--- config.mk ---
export PLATFORM = sky130hd
export DESIGN_NAME = mdio_master
export DESIGN_NICKNAME = d
export VERILOG_FILES = /design/src/rtl/mdio_pkg.sv /design/src/rtl/mdio_tick.sv /design/src/rtl/mdio_frame_build.sv /design/src/rtl/mdio_master.sv
export SDC_FILE = /design/constraint.sdc
export NUM_CORES = 1
export LEC_CHECK = 0
export BUFFER_PORTS_ARGS = -buffer_cell sky130_fd_sc_hd__buf_2
export CORE_MARGIN = 2
export CORE_UTILIZATION = 54
export CTS_BUF_LIST = sky130_fd_sc_hd__clkbuf_2 sky130_fd_sc_hd__clkbuf_4 sky130_fd_sc_hd__clkbuf_8
export DETAILED_ROUTE_END_ITERATION = 8
export PLACE_DENSITY_LB_ADDON = 0.08
export REMOVE_ABC_BUFFERS = 1
export SLEW_MARGIN = 20
export SYNTH_ARGS = -nofsm -noshare
export SYNTH_HDL_FRONTEND = slang
export SYNTH_HIERARCHICAL = 1
export SYNTH_SLANG_ARGS = --single-unit
--- constraint.sdc ---
create_clock -name clk -period 2.32 [get_ports clk]
set_input_delay 0 -clock clk [delete_from_list [all_inputs] [get_ports clk]]
set_output_delay 0 -clock clk [all_outputs]
set_load 0.03 [all_outputs]
--- src/rtl/mdio_pkg.sv ---
package mdio_pkg;

    localparam int MDIO_AW      = 5;
    localparam int MDIO_DW      = 16;
    localparam int MDIO_PRE     = 32;
    localparam int MDIO_RECOVER = 32;

    // header = preamble + start(2) + opcode(2) + two addresses
    localparam int HDR_BITS  = MDIO_PRE + 4 + 2 * MDIO_AW;
    localparam int FRAME_W   = HDR_BITS + 2 + MDIO_DW;
    localparam int SLOT_W    = $clog2(FRAME_W + MDIO_RECOVER + 1);
    localparam int TA_SLOT   = HDR_BITS;
    localparam int RD_LAST   = HDR_BITS + MDIO_DW + 1;
    localparam int WR_LAST   = FRAME_W;

    typedef enum logic [1:0] {
        ST_IDLE    = 2'd0,
        ST_RUN     = 2'd1,
        ST_RECOVER = 2'd2
    } mdio_state_e;

    typedef struct packed {
        mdio_state_e           state;
        logic                  mdc;
        logic                  oe;
        logic                  is_read;
        logic [SLOT_W-1:0]     slot;
        logic [FRAME_W-1:0]    tx;
        logic [MDIO_DW-1:0]    rx;
        logic [MDIO_DW-1:0]    rdata;
        logic                  err;
        logic                  done;
    } mdio_regs_t;

endpackage

--- src/rtl/mdio_tick.sv ---
module mdio_tick #(
    parameter int DIV_HALF = 20
) (
    input  logic clk,
    input  logic rst_n,
    input  logic run,
    output logic tick
);
    localparam int CW = (DIV_HALF > 1) ? $clog2(DIV_HALF) : 1;
    localparam logic [CW-1:0] CNT_LAST = CW'(DIV_HALF - 1);

    logic [CW-1:0] cnt_d, cnt_q;

    always_comb begin
        tick  = run && (cnt_q == CNT_LAST);
        cnt_d = (!run || tick) ? '0 : cnt_q + CW'(1);
    end

    always_ff @(posedge clk) begin
        if (!rst_n) cnt_q <= '0;
        else        cnt_q <= cnt_d;
    end
endmodule

--- src/rtl/mdio_frame_build.sv ---
module mdio_frame_build
    import mdio_pkg::*;
(
    input  logic               rd,
    input  logic [MDIO_AW-1:0] phy,
    input  logic [MDIO_AW-1:0] regad,
    input  logic [MDIO_DW-1:0] wdata,
    output logic [FRAME_W-1:0] frame
);
    logic [1:0]         opcode;
    logic [MDIO_DW-1:0] payload;

    always_comb begin
        opcode  = rd ? 2'b10 : 2'b01;
        payload = rd ? '0 : wdata;
        frame   = {{MDIO_PRE{1'b1}}, 2'b01, opcode, phy, regad, 2'b10, payload};
    end
endmodule

--- src/rtl/mdio_master.sv ---
module mdio_master
    import mdio_pkg::*;
#(
    parameter int DIV_HALF = 20
) (
    input  logic               clk,
    input  logic               rst_n,
    input  logic               req_valid,
    input  logic               req_read,
    input  logic [MDIO_AW-1:0] req_phy,
    input  logic [MDIO_AW-1:0] req_reg,
    input  logic [MDIO_DW-1:0] req_wdata,
    output logic               busy,
    output logic               done,
    output logic               err,
    output logic [MDIO_DW-1:0] rdata,
    output logic               mdc,
    output logic               mdio_o,
    output logic               mdio_oe,
    input  logic               mdio_i
);
    localparam logic [SLOT_W-1:0] TA_S      = SLOT_W'(TA_SLOT);
    localparam logic [SLOT_W-1:0] RD_LAST_S = SLOT_W'(RD_LAST);
    localparam logic [SLOT_W-1:0] WR_LAST_S = SLOT_W'(WR_LAST);
    localparam logic [SLOT_W-1:0] HDR_S     = SLOT_W'(HDR_BITS);
    localparam logic [SLOT_W-1:0] FRAME_S   = SLOT_W'(FRAME_W);
    localparam logic [SLOT_W-1:0] DLAST_S   = SLOT_W'(TA_SLOT + MDIO_DW);
    localparam logic [SLOT_W-1:0] REC_LAST  = SLOT_W'(MDIO_RECOVER - 1);

    mdio_regs_t         r_d, r_q;
    logic               tick;
    logic               run;
    logic [FRAME_W-1:0] frame;
    logic [SLOT_W-1:0]  last_slot;
    logic [SLOT_W-1:0]  nxt_slot;

    assign run = (r_q.state != ST_IDLE);

    mdio_tick #(.DIV_HALF(DIV_HALF)) u_tick (
        .clk   (clk),
        .rst_n (rst_n),
        .run   (run),
        .tick  (tick)
    );

    mdio_frame_build u_frame (
        .rd    (req_read),
        .phy   (req_phy),
        .regad (req_reg),
        .wdata (req_wdata),
        .frame (frame)
    );

    always_comb begin
        r_d       = r_q;
        r_d.done  = 1'b0;
        last_slot = r_q.is_read ? RD_LAST_S : WR_LAST_S;
        nxt_slot  = r_q.slot + SLOT_W'(1);
        unique case (r_q.state)
            ST_IDLE: begin
                if (req_valid) begin
                    r_d.state   = ST_RUN;
                    r_d.mdc     = 1'b0;
                    r_d.oe      = 1'b1;
                    r_d.is_read = req_read;
                    r_d.slot    = '0;
                    r_d.tx      = frame;
                    r_d.rx      = '0;
                end
            end
            ST_RUN: begin
                if (tick) begin
                    if (!r_q.mdc) begin
                        r_d.mdc = 1'b1;
                    end else if (r_q.is_read && (r_q.slot == TA_S) && mdio_i) begin
                        // nobody pulled the turnaround low
                        r_d.state = ST_RECOVER;
                        r_d.slot  = '0;
                        r_d.mdc   = 1'b0;
                        r_d.oe    = 1'b0;
                        r_d.tx    = '0;
                    end else if (r_q.slot == last_slot) begin
                        r_d.state = ST_IDLE;
                        r_d.done  = 1'b1;
                        r_d.err   = 1'b0;
                        r_d.oe    = 1'b0;
                        if (r_q.is_read) r_d.rdata = r_q.rx;
                    end else begin
                        if (r_q.is_read && (r_q.slot > TA_S) && (r_q.slot <= DLAST_S))
                            r_d.rx = {r_q.rx[MDIO_DW-2:0], mdio_i};
                        r_d.slot = nxt_slot;
                        r_d.mdc  = 1'b0;
                        r_d.tx   = {r_q.tx[FRAME_W-2:0], 1'b0};
                        r_d.oe   = r_q.is_read ? (nxt_slot < HDR_S) : (nxt_slot < FRAME_S);
                    end
                end
            end
            ST_RECOVER: begin
                if (tick) begin
                    if (!r_q.mdc) begin
                        r_d.mdc = 1'b1;
                    end else if (r_q.slot == REC_LAST) begin
                        r_d.state = ST_IDLE;
                        r_d.done  = 1'b1;
                        r_d.err   = 1'b1;
                        r_d.rdata = '1;
                    end else begin
                        r_d.slot = nxt_slot;
                        r_d.mdc  = 1'b0;
                    end
                end
            end
            default: r_d.state = ST_IDLE;
        endcase
    end

    always_ff @(posedge clk) begin
        if (!rst_n) begin
            r_q       <= '0;
            r_q.state <= ST_IDLE;
            r_q.mdc   <= 1'b1;
        end else begin
            r_q <= r_d;
        end
    end

    assign busy    = run;
    assign done    = r_q.done;
    assign err     = r_q.err;
    assign rdata   = r_q.rdata;
    assign mdc     = r_q.mdc;
    assign mdio_oe = r_q.oe;
    assign mdio_o  = r_q.oe & r_q.tx[FRAME_W-1];
endmodule

== Word level (Yosys, flattened, before mapping) ==
Index checks and enable logic that the tools add are counted.
Storage, ports and cells
  register bits: 115
  input bits: 31
  output and inout port bits: 22
  word-level logic and storage cells: 99
Operators by class
  add/sub/neg operators: 2
  order comparisons: 4
  eq/ne operators: 20
  muxes and demuxes: 38
  bitwise logic cells: 2
  reductions and logical operators: 22
Operator list (count)
  two-way mux 105 bit: 2
  case mux 80 bit (2 select lines): 1
  two-way mux 92 bit: 1
  two-way mux 87 bit: 1
  two-way mux 18 bit: 4
  two-way mux 71 bit: 1
  two-way mux 16 bit: 3
  case mux 18 bit (2 select lines): 1
  two-way mux 34 bit: 1
  two-way mux 7 bit: 4
  != test 2 bit (second input constant): 12
  case mux 7 bit (3 select lines): 1
  AND reduction 8 bit: 2
  AND reduction 7 bit: 2
  two-way mux 2 bit: 5
  AND reduction 9 bit: 1
  two-way mux 4 bit: 2
  AND reduction 4 bit: 2
  adder 7 x 1 -> 7 bit (second input constant): 1
  == test 7 x 5 -> 1 bit (second input constant): 1
  == test 7 x 6 -> 1 bit (second input constant): 1
  == test 7 bit: 1
  greater-than comparator 7 x 6 -> 1 bit (second input constant): 1
  less-or-equal comparator 7 x 6 -> 1 bit (second input constant): 1
  23 further kinds: 36

== Logic depth before layout (Yosys ltp) ==
  word-level depth: 9
  mapped depth: 12

== Modules after synthesis ==
The synthesis kept the hierarchy.
By module, submodules not included
  mdio_master: times used 1, cells each 614, area each 5431.5 µm², sequential area each 2202.1 µm²
  mdio_frame_build: times used 1, cells each 67, area each 493.0 µm², sequential area each 0.0 µm²
  mdio_tick: times used 1, cells each 20, area each 211.5 µm², sequential area each 100.1 µm²

== Worst setup path after synthesis ==
Ideal clock, no wire load.
  kind: register to register
  start: reg r_q[108] (netlist name)
  end: reg r_q, in the netlist rdata[10]
  library setup time: 0.122 ns
  arrival time: 2.386 ns
  setup slack: -0.188 ns
  cell stages (with the launch flop): 13
  path buffers: 3
  cell sequence: dfxtp_1 > inv_1 > ha_1 > inv_1 > and2_2 > and2_1 > clkbuf_1 > o21ai_0 > a221o_1 > buf_6 > nor2_8 > buf_8 > a22oi_1
Between the ends
  cells in the longest elaborated chain, start to end: 4
Ends and longest elaborated chain
  from (decl): RTL line mdio_master.sv:30  | mdio_regs_t r_d, r_q;
  from (signal assigned): RTL line mdio_master.sv:123  | r_q <= r_d;
  nonzero test 2 bit *: RTL line mdio_master.sv:37  | assign run = (r_q.state != ST_IDLE);
  via busy: RTL line mdio_master.sv:13  | output logic busy,
  logical AND 1 bit *: RTL line mdio_tick.sv:15  | tick = run && (cnt_q == CNT_LAST);
  via tick: RTL line mdio_master.sv:31  | logic tick;
  != test 2 bit (no line)
  AND reduction 9 bit (no line) *
The timed path passes the listed nets; every way through them passes the cells marked *.
A chain may end at the register's enable or synchronous reset.

== Worst setup path after layout ==
  start: reg u_tick.cnt_q[1]
  end: reg r_q[80] (netlist name)
Between the ends
  cells in the longest elaborated chain, start to end: 4
Ends and longest elaborated chain
  from (decl): RTL line mdio_tick.sv:12  | logic [CW-1:0] cnt_d, cnt_q;
  from (signal assigned): RTL line mdio_tick.sv:21  | else cnt_q <= cnt_d;
  == test 5 bit: RTL line mdio_tick.sv:15
  logical AND 1 bit: RTL line mdio_tick.sv:15
  via tick: RTL line mdio_master.sv:31
  != test 2 bit (no line)
  AND reduction 5 bit (no line)
The timed path passes the listed nets, and every way through them passes these cells.

==> results.ini <==
[clocking]
cts_buffers = 17
cts_num_sinks = 115
path_clk_slew_ps = 70
cts_tree = built
htreeDepth = 4
cts_buffer_depth = 2
insertion_delay_ps = 440
clockRootBuffer = clkbuf_8

[timing]
period_minus_slack_ps = 2234
fin_skew_ps = 7.845
setup_viol = 0
hold_viol = 0
maxSlewViolCount = 0
rsz0062_at_grt = no
period_share = 0.9629
worstMarginPinSlew_ps = 519.4
timing.hold.ws_ps = 22.91
fmaxAchievable_ghz = 0.4476
relSlewSlack = 0.6510

[synthesis]
ys_top_cells_by_area = dfxtp_1 (38%), a22oi_1 (9.7%), buf_4 (8.1%)
synth_area_um2 = 6136
ys_warn_count = 6
synth.most_common_cell = dfxtp_1
netlist_instances = 701
yosys.cell_types.count = 60
ys_top_cells_by_count = dfxtp_1 (115), a22oi_1 (79), a21oi_1 (77)
synth_top_area_cell = dfxtp_1
synth_ff_type = dfxtp_1
synth_top_area_frac = 0.3752
async_flop_share = 0
avgSynthCellArea_um2 = 8.753
ys_ff_latch = 115
ys_seq_area_frac = 0.3752
synth_edf_count = 0

[worst_setup_path]
crit_required_ps = 2660
cp_top_family = buffers and inverters
crit_buf_inv = 3
slowest_delay_ps = 340
critPathKind = flip-flop to flip-flop
cp_cell_sequence = ha_2, and4bb_1, and2_2, nand2_1, buf_4, o31ai_4, buf_4, buf_12, a21oi_1, a211oi_1
critPathSlowestCell = dfxtp_1
crit_path_end_kind = flip-flop
cp_common_cell = buf_4
start_kind = flip-flop
arrival_ps = 2580
critPathMaxFanout = 33

[power]
power.static_leakage_nw = 2.677
irDropWorstVdd_v = 0.0005109
p_switching_mw = 1.502
total_power_mw = 5.286
power_frac_seq = 0.432
p_int_mw = 3.784
power_density_nw_per_um2 = 770.2
p_sw_frac = 0.2841
combPwrFrac = 0.193
clkPwrFrac = 0.375

[placement]
hpwl_um = 8016
place_congestion = 0.9100
portBuffers = 52

[die]
core_area_um2 = 10980
die_w_um = 110.6
dieArea_um2 = 12230
placementRows = 38
die_h_um = 110.6
start_util = 0.5587
io_pins = 53

[grt]
grt_overflow = 0
grt_start_max_net_pins = 68
antenna_found_initial = 0
grt_pass1_vias = 4754
grt_pass1_wl_um = 22730
grt_use_total = 0.2210

[drt]
dr.pass1.iters = 4
drt-total-wl_um = 13840
drc = 0
vias = 5080
via_per_inst = 5.792
drtIter0Drc = 444
ant_nets = 0
post_drt_wl_per_cell_um = 15.78

[worst_hold_path]
hold_path_class = input port to flip-flop

[run]
maxCapViolCount = 0

[cells_and_area]
area_growth_pct = 11.85
nets = 762
drive_gt1_frac = 0.2035
antenna_cells = 0
fin_util = 0.6249

[status]
outcome = completed

## power groups by stage
stage                     registers (mW)  logic [mW]  clock network (mW)
final                               2.29        1.02                1.98
after global placement              2.31       0.939                   0
after floorplan                     2.30       0.654                   0
after detailed placement            2.32       0.959                   0
after global routing                2.30        1.13                2.12
after CTS                           2.28       0.975                2.03
## stage by stage
step	setup TNS [ps]	area [um^2]	worst slack [ps]	std cells
floorplan	-146000	5430	-1799	607
global placement	0	6222	119.6	827
detailed placement	0	6222	87.67	827
CTS	0	6788	75.11	873
global route	0	6863	3.443	877
finish	0	6863	86.05	877
## cell type report
| class | count | area [um^2] |
|---|---|---|
| clock buffers | 22 | 296.5 |
| clock inverters | 10 | 128.9 |
| fillers | 964 | 4120 |
| inverters | 9 | 33.78 |
| multi-input cells | 483 | 3146 |
| flip-flops and latches | 115 | 2305 |
| well taps | 140 | 175.2 |
| repair buffers | 98 | 778.2 |
## layout by cell type, fill, tap and decap left out, types with 2 or more instances in the layout
master and count:
xor2_1 3, clkinv_2 6, and2_2 2, buf_4 21, a21oi_1 76, nand4_1 7, nand3_1 24, and2b_2 7
nand3b_1 2, a221o_1 3, bufinv_16 3, nand2b_1 2, o21ai_0 11, conb_1 36, clkbuf_8 21, buf_2 52
or4_1 4, buf_12 9, nor2_1 14, a211oi_2 5, a22oi_1 79, o21ai_2 2, nor3_1 3, mux2i_1 18
dfxtp_2 2, ha_1 6, nor4_1 2, a211oi_1 62, nor2b_1 12, o221a_2 2, o211ai_1 3, inv_1 8
o21a_1 2, and2_1 3, o22ai_1 4, nand2_1 58, and3_1 4, dlygate4sd3_1 14, dfxtp_1 113
## path summary, 6_finish.rpt
| kind | depth (start not counted) | slack [ps] | end | startpoint |
|---|---|---|---|---|
| setup / recovery | 10 | 90 | r_q[80] | u_tick/cnt_q[1] |
| hold / removal | 3 | 20 | r_q[105] | req_read |
| setup reg to reg | 10 | 90 | r_q[80] | u_tick/cnt_q[1] |
| hold reg to reg | 1 | 420 | u_tick/cnt_q[0] | u_tick/cnt_q[0] |
## cell families (layout without fill, tap and decap cells)
group	after synthesis	after routing	synth area share
AOI/OAI and AO/OA	262	262	0.2971
and+or+nand+nor	156	156	0.1358
buffers and inverters	137	139	0.1413
DFF	115	115	0.3752
muxes	18	18	0.02936
adders and majority gates	7	7	0.01427
xor gates and xnor gates	4	4	0.005711
other	2	36	0.001224
## state kept, by name (all words and copies together) (netlist names)
register,count
r_q,90
u_tick/cnt_q,5
done,1
mdc,1
mdio_oe,1
rdata,16
err,1
## worst reg2reg max path: cells and delay by family (launching register included)
kind | cells | cell delay [ps]
fa+ha+maj | 1 | 200
flops | 1 | 340
simple gates | 3 | 490
compound gates | 3 | 560
buf+inv | 3 | 560
## what timing repair did
action                                  CTS  global route
endpoints found under the setup margin    0            38
gates resized for setup                   0            11
hold buffers                             14             0
setup buffers                             0             2
hold endpoints to repair                 23             0
## per-layer routing
metal | GRT usage | wire length, um | vias up
li1 | - | - | 2537
met1 | 0.2945 | 6743 | 2411
met2 | 0.3489 | 6347 | 115
met3 | 0.05379 | 556 | 17
met4 | 0.08000 | 194 | 0
met5 | 0 | 0 | -
Note: power is estimated with default switching activity, not from simulation.
